### src/rtl/pixpath_readback.sv
module pixpath_readback #(
  parameter int          CHW     = 8,
  parameter logic [7:0]  ID_BYTE = 8'h76
) (
  input  logic             clk,
  input  logic             rst,
  input  logic             host_wr,
  input  logic             host_rd,
  input  logic [7:0]       host_din,
  input  logic [3*CHW-1:0] pixel_word,
  output logic [7:0]       host_dout
);

  localparam int WORD_W = 3 * CHW;

  typedef enum logic [1:0] {
    P_RED = 2'd0,
    P_GRN = 2'd1,
    P_BLU = 2'd2,
    P_ID  = 2'd3
  } ptr_t;

  ptr_t       ptr_q, ptr_nx;
  logic       active_q;
  logic [7:0] sel_byte;
  logic [7:0] dout_q;

  wire [CHW-1:0] red_lane = pixel_word[WORD_W-1 -: CHW];
  wire [CHW-1:0] grn_lane = pixel_word[2*CHW-1 -: CHW];
  wire [CHW-1:0] blu_lane = pixel_word[CHW-1:0];

  wire [4:0] unused_din_hi = host_din[7:3];

  always_comb begin
    case (ptr_q)
      P_RED:   begin sel_byte = 8'(red_lane); ptr_nx = P_GRN; end
      P_GRN:   begin sel_byte = 8'(grn_lane); ptr_nx = P_BLU; end
      P_BLU:   begin sel_byte = 8'(blu_lane); ptr_nx = P_RED; end
      default: begin sel_byte = ID_BYTE;      ptr_nx = P_RED; end
    endcase
  end

  always_ff @(posedge clk) begin
    if (rst) begin
      active_q <= 1'b0;
      ptr_q    <= P_RED;
      dout_q   <= 8'h00;
    end else if (host_wr) begin
      active_q <= ~host_din[2];
      ptr_q    <= host_din[2] ? P_RED : ptr_t'(host_din[1:0]);
    end else if (host_rd) begin
      dout_q <= active_q ? sel_byte : 8'h00;
      if (active_q) ptr_q <= ptr_nx;
    end
  end

  assign host_dout = dout_q;

endmodule


### config.mk
export PLATFORM = sky130hd
export DESIGN_NAME = pixpath_readback
export DESIGN_NICKNAME = d
export VERILOG_FILES = /design/src/rtl/pixpath_readback.sv
export SDC_FILE = /design/constraint.sdc
export NUM_CORES = 1
export LEC_CHECK = 0
export ABC_AREA = 1
export BUFFER_PORTS_ARGS = -buffer_cell sky130_fd_sc_hd__buf_4
export CORE_UTILIZATION = 32
export DETAILED_ROUTE_END_ITERATION = 8
export GPL_TIMING_DRIVEN = 0
export PLACE_DENSITY = 0.67
export RECOVER_POWER = 100
export SETUP_SLACK_MARGIN = 0.3
export SYNTH_ARGS = -nofsm -noshare
export SYNTH_HDL_FRONTEND = slang
export SYNTH_SLANG_ARGS = --single-unit
### constraint.sdc
create_clock -name clk -period 1.1 [get_ports clk]
set_clock_uncertainty 0.2 [all_clocks]
set_input_delay 0.22 -clock clk [delete_from_list [all_inputs] [get_ports clk]]
set_output_delay 0.22 -clock clk [all_outputs]
set_load 0.05 [all_outputs]
==> results of run 1 <==
[metrics by stage]
step | cells | total power [W]
floorplan | 96 | 0.0005649
global placement | 158 | 0.0006823
detailed placement | 158 | 0.0006831
CTS | 167 | 0.001028
global route | 168 | 0.001133
finish | 168 | 0.001078
[what timing repair did]
action,in CTS,in global routing
hold endpoints to repair,0,0
hold buffers,0,0
gates resized for setup,23,22
endpoints found under the setup margin,18,19
buffers inserted,5,1
pin swaps,4,10
[Yosys cell counts]
| master | count | area share |
|---|---|---|
| nand2_1 | 31 | 0.18 |
| nand3_1 | 23 | 0.18 |
| dfxtp_1 | 11 | 0.35 |
| a21oi_2 | 8 | 0.11 |
| o21ai_1 | 6 | 0.047 |
| inv_1 | 4 | 0.024 |
| buf_2 | 3 | 0.024 |
| a31oi_1 | 2 | 0.020 |
| inv_2 | 2 | 0.012 |
| a21oi_1 | 1 | 0.0078 |
| buf_6 | 1 | 0.018 |
| clkinv_2 | 1 | 0.0078 |
| nor2_1 | 1 | 0.0059 |
| nor2_2 | 1 | 0.0098 |
| o21ai_0 | 1 | 0.0078 |
[power groups by stage]
| stage | Combinational (W) | Clock, W | Sequential [W] |
|---|---|---|---|
| 6_report | 0.000386 | 0.000286 | 0.000405 |
| 5_1_grt | 0.000414 | 0.000312 | 0.000407 |
| 4_1_cts | 0.000331 | 0.000292 | 0.000405 |
| 3_5_place_dp | 0.000271 | 0 | 0.000412 |
| 3_3_place_gp | 0.000270 | 0 | 0.000412 |
| 2_1_floorplan | 0.000138 | 0 | 0.000427 |
[placed cells by master (no fill, tap or decap)]
master,instances
a21oi_1,1
a21oi_2,8
a31oi_1,2
buf_12,1
buf_4,35
buf_6,3
buf_8,8
clkbuf_1,1
clkbuf_4,3
clkinv_2,1
dfxtp_2,3
dfxtp_4,8
inv_1,4
inv_2,2
nand2_1,19
nand2_2,7
nand2_4,5
nand3_1,17
nand3_2,6
nor2_2,1
nor2_4,1
o21ai_0,1
o21ai_1,6
[routing by layer]
metal,vias up,share of wire
met5,-,0
met1,367,0.42
met4,0,0.016
li1,417,-
met3,5,0.061
met2,37,0.51
[state kept, by name, indices dropped and copies added, names as in the netlist]
| register | cells |
|---|---|
| ptr_q | 2 |
| host_dout | 8 |
| active_q | 1 |
[cells by family after synthesis]
group,after synthesis,synth area share
flip-flops,11,0.3451
AO/OA/AOI/OAI,18,0.1921
AND/OR/NAND/NOR,56,0.3784
buffers and inverters,11,0.08430
[final cells by class]
type	instances	area, µm²
Buffer	4	37.54
Clock buffer	4	26.28
Fill cell	158	569.3
Inverter	7	27.53
Multi-Input combinational cell	74	456.7
Sequential cell	11	254.0
Tap cell	25	31.28
Timing Repair Buffer	43	399.1
[worst paths after layout]
| kind | to | startpoint | cells past startpoint |
|---|---|---|---|
| max | host_dout[1] | ptr_q[0] | 6 |
| min | host_dout[5] | rst | 2 |
| max reg2reg | host_dout[1] | ptr_q[0] | 6 |
| min reg2reg | active_q | active_q | 2 |
==> impl_metrics.json, run 1 <==
{
  "max_freq_ghz": 0.7771,
  "power.density_mw_per_mm2": 874.7,
  "syn_area_um2": 638.1,
  "worst_setup_hold_path_clk_slew_ns": 0.07,
  "routed_wl_mm": 2.206,
  "critPathSlowestCell": "dfxtp_2",
  "finalCritPeriodShare": 1.170,
  "ys_seq_area_frac": 0.3451,
  "syn-num-nets": 132,
  "route.detailed.drc": 0,
  "clock_latency_ns": 0.27,
  "hold_violations": 0,
  "drive_gt1_frac": 0.6434,
  "leakage_nw": 0.5615,
  "area_growth_pct": 93.14,
  "start_kind": "flop",
  "firstDrtPassIters": 4,
  "rows": 15,
  "htree_levels": 1,
  "avgRoutedWirePerCell_um": 13.13,
  "path_buf_inv": 2,
  "setup_ws_ns": -0.1869,
  "dpl.hpwl_mm": 1.356,
  "vias_per_cell": 4.917,
  "clock-root-buffer": "clkbuf_4",
  "tritoncts": "built",
  "period_needed_ns": 1.287,
  "slew_violations": 0,
  "critical_path.max_fanout": 5,
  "end_kind": "flop",
  "design_area_mm2": 0.001232,
  "slew-limit-headroom": 0.7951,
  "antenna_found_initial": 0,
  "violations": "setup timing",
  "track_usage": 0.2018,
  "p_sw_frac": 0.3194,
  "grtUsageMet1": 0.2453,
  "tightest_slew_ns": 0.3066,
  "ios": 44,
  "grt_max_degree": 11,
  "rrSetupSlack_ns": -0.19,
  "grt_pass1_vias": 721,
  "synthCells": 96,
  "ys_seq_elements": 11,
  "switchingPower_w": 0.0003443,
  "fin_nets": 180,
  "placed_area_um2": 994.7,
  "cts_buffers": 3,
  "combPwrFrac": 0.358,
  "synth_cell_type_count": 15,
  "slowest_delay_ns": 0.32,
  "setup_tns_ns": -2.181,
  "grt_pass1_wl_mm": 3.042,
  "holdCritPathClass": "input pin to flop",
  "core_mm2": 0.001802,
  "vias": 826,
  "cp.arrival_ns": 1.25,
  "setup_viol": 17,
  "worstPathCellList": "buf_6, buf_4, o21ai_1, nand3_2, nand2_2, a21oi_2",
  "grt_util_met3": 0.02353,
  "grt.busiest_layer": "met2",
  "gp_congestion": 0.7759,
  "io_buffers": 37,
  "fp.dieH_um": 46.66,
  "dieWidth_um": 46.66,
  "power_frac_clock": 0.266,
  "ir_worst_vdd_mv": 0.4772,
  "ys_warn_count": 0,
  "p_seq_frac": 0.376,
  "drtAntennaViolNets": 0,
  "use_met2": 0.3417,
  "status": "finished with violations",
  "crit_type": "flop to flop",
  "dp_slack_ns": -0.1601,
  "initial_core_util": 0.3542,
  "diodes": 0,
  "first_iter_violations": 6,
  "final_core_utilization": 0.6840,
  "cts_buffer_depth": 2,
  "whs_ns": 0.007375,
  "cts.sinks": 11,
  "synth.avg_cell_area_um2": 6.647,
  "crit_family": "flip-flops",
  "grt.overflow.total": 0,
  "rsz0062_at_grt": "true",
  "crit_required_ns": 1.06,
  "internal-power_w": 0.0007337,
  "maxCapViolCount": 0,
  "die_area_mm2": 0.002177
}
Note: power is estimated with default switching activity, not from simulation.
==> run 2, diff against run 1 <==
--- a/config.mk
+++ b/config.mk
@@ -10,7 +10,6 @@
 export CORE_UTILIZATION = 32
 export DETAILED_ROUTE_END_ITERATION = 8
 export GPL_TIMING_DRIVEN = 0
-export PLACE_DENSITY = 0.67
 export RECOVER_POWER = 100
 export SETUP_SLACK_MARGIN = 0.3
 export SYNTH_ARGS = -nofsm -noshare
==> constraint.sdc (replaced) <==
create_clock -name clk -period 1.4 [get_ports clk]
set_clock_uncertainty 0.2 [all_clocks]
set_input_delay 0.28 -clock clk [delete_from_list [all_inputs] [get_ports clk]]
set_output_delay 0.28 -clock clk [all_outputs]
set_load 0.05 [all_outputs]
==> run 2 against run 1 <==
  * The run now ends clean
  * Clock power down 23%
  * Total power down 23%
  * Global-route usage down 0.30 points
  * Routed wire length down 1.5%
  * Critical path type is now flop to output pin
  * Highest routed layer unchanged
==> impl_metrics.json, run 2 (synthesis results as in run 1) <==
{
  "clock-root-buffer": "clkbuf_4",
  "worstPathCellList": "clkbuf_4",
  "cts_buffers": 3,
  "placed_cells": 158,
  "grt.busiest_layer": "met2",
  "max_freq_ghz": 0.7673,
  "track_usage": 0.1987,
  "power_w": 0.0008278,
  "avgRoutedWirePerCell_um": 12.93,
  "grt.overflow.total": 0,
  "end_kind": "output pin",
  "die_area_mm2": 0.002177,
  "status": "complete, no violations",
  "dpl.hpwl_mm": 1.330,
  "holdCritPathClass": "input pin to flop",
  "cp.arrival_ns": 0.82,
  "multi_input_area_um2": 445.4,
  "setup_viol": 0,
  "area_growth_pct": 80.98,
  "start_kind": "flop",
  "largest_reg_flops": 8,
  "rows": 15,
  "vias": 820,
  "grt_pass1_vias": 671,
  "switchingPower_w": 0.0002575,
  "routed_wl_mm": 2.173,
  "maxCapViolCount": 0,
  "tritoncts": "built",
  "ios": 44,
  "cts_buffer_depth": 2,
  "crit_type": "flop to output pin",
  "route.detailed.drc": 0,
  "internal-power_w": 0.0005704,
  "cts.sinks": 11,
  "power_frac_clock": 0.266,
  "setup_tns_ns": 0,
  "worst_setup_hold_path_clk_slew_ns": 0.07,
  "rsz0062_at_grt": "true",
  "htree_levels": 1,
  "critPathSlowestCell": "dfxtp_2",
  "fp.dieH_um": 46.66,
  "grt_util_met3": 0.03529,
  "gp_congestion": 0.7321,
  "core_mm2": 0.001802,
  "clock_latency_ns": 0.26,
  "crit_required_ns": 0.92,
  "antenna_found_initial": 0,
  "p_sw_frac": 0.3110,
  "use_met2": 0.3028,
  "layout_common_cells": "buf_4, nand2_1, nand3_1",
  "drive_gt1_frac": 0.6084,
  "critical_path.max_fanout": 2,
  "initial_core_util": 0.3542,
  "first_iter_violations": 7,
  "final_cells": 168,
  "slowest_delay_ns": 0.33,
  "whs_ns": 0.08654,
  "final_common_cell": "buf_4",
  "firstDrtPassIters": 4,
  "fillCellCount": 189,
  "slew-limit-headroom": 0.8036,
  "drtAntennaViolNets": 0,
  "path_buf_inv": 1,
  "seq_area_um2": 234.0,
  "diodes": 0,
  "hold_violations": 0,
  "power.density_mw_per_mm2": 716.8,
  "dieWidth_um": 46.66,
  "io_buffers": 37,
  "combPwrFrac": 0.332,
  "slew_violations": 0,
  "finalCritPeriodShare": 0.9310,
  "crit_family": "flip-flops",
  "fin_nets": 180,
  "vias_per_cell": 4.881,
  "grt_pass1_wl_mm": 2.925,
  "ir_worst_vdd_mv": 0.3829,
  "tightest_slew_ns": 0.2939,
  "period_needed_ns": 1.303,
  "leakage_nw": 0.5192,
  "grtUsageMet1": 0.2577,
  "grt_max_degree": 11,
  "p_seq_frac": 0.403
}
==> run 2: cell count changes in the layout (fill, tap and decap cells not counted), moves of 5 or more <==
cell and change:
nand2_1 +8, clkbuf_4 +7, dfxtp_4 -7, buf_8 -5, dfxtp_2 +5, nand2_4 -5, o21ai_1 -5, o21ai_2 +5
==> run 2: metal layers <==
metal / routed length [µm] / part of all wire
met4: 21 / 0.0097
met3: 122 / 0.056
met2: 1090 / 0.50
met1: 938 / 0.43
met5: 0 / 0
==> run 2: worst paths after layout <==
| check | from | endpoint | slack (ns) | depth (start not counted) |
|---|---|---|---|---|
| setup / recovery | host_dout[0] | host_dout[0] | 0.1 | 1 |
| hold / removal | host_din[2] | active_q | 0.09 | 4 |
| setup reg to reg | ptr_q[0] | host_dout[1] | 0.14 | 6 |
| hold reg to reg | host_dout[7] | host_dout[7] | 0.27 | 2 |
==> run 2: through the flow <==
| stage | utilization | area, µm² | worst slack, ns |
|---|---|---|---|
| floorplan | - | 663.1 | 0.2907 |
| global placement | 0.5396 | 972.2 | 0.08822 |
| detailed placement | 0.5396 | 972.2 | 0.08015 |
| CTS | 0.6069 | 1094 | 0.1435 |
| global route | 0.6410 | 1155 | 0.05850 |
| finish | 0.6410 | 1155 | 0.09665 |
==> run 2: what timing repair did <==
| action | CTS | global route |
|---|---|---|
| cloned | 2 | 1 |
| setup buffers | 2 | 1 |
| setup endpoints to repair | 18 | 18 |
| gates resized for setup | 19 | 26 |
| pin swaps | 1 | 23 |
| hold buffers | 0 | 0 |
==> run 2: cell type report <==
class,count,share of cell area
tap,25,0.02709
timing repair buffer,42,0.2979
multi-input combinational,75,0.3857
clock buffer,4,0.02275
inverter,7,0.02384
buffer,4,0.04009
sequential,11,0.2026
==> run 2: power by group through the flow <==
stage / combinational (W) / sequential [W] / clock [W]
4_1_cts: 0.000230 / 0.000335 / 0.000233
2_1_floorplan: 0.000108 / 0.000349 / 0
6_report: 0.000275 / 0.000333 / 0.000220
5_1_grt: 0.000295 / 0.000335 / 0.000252
3_3_place_gp: 0.000212 / 0.000337 / 0
3_5_place_dp: 0.000215 / 0.000338 / 0
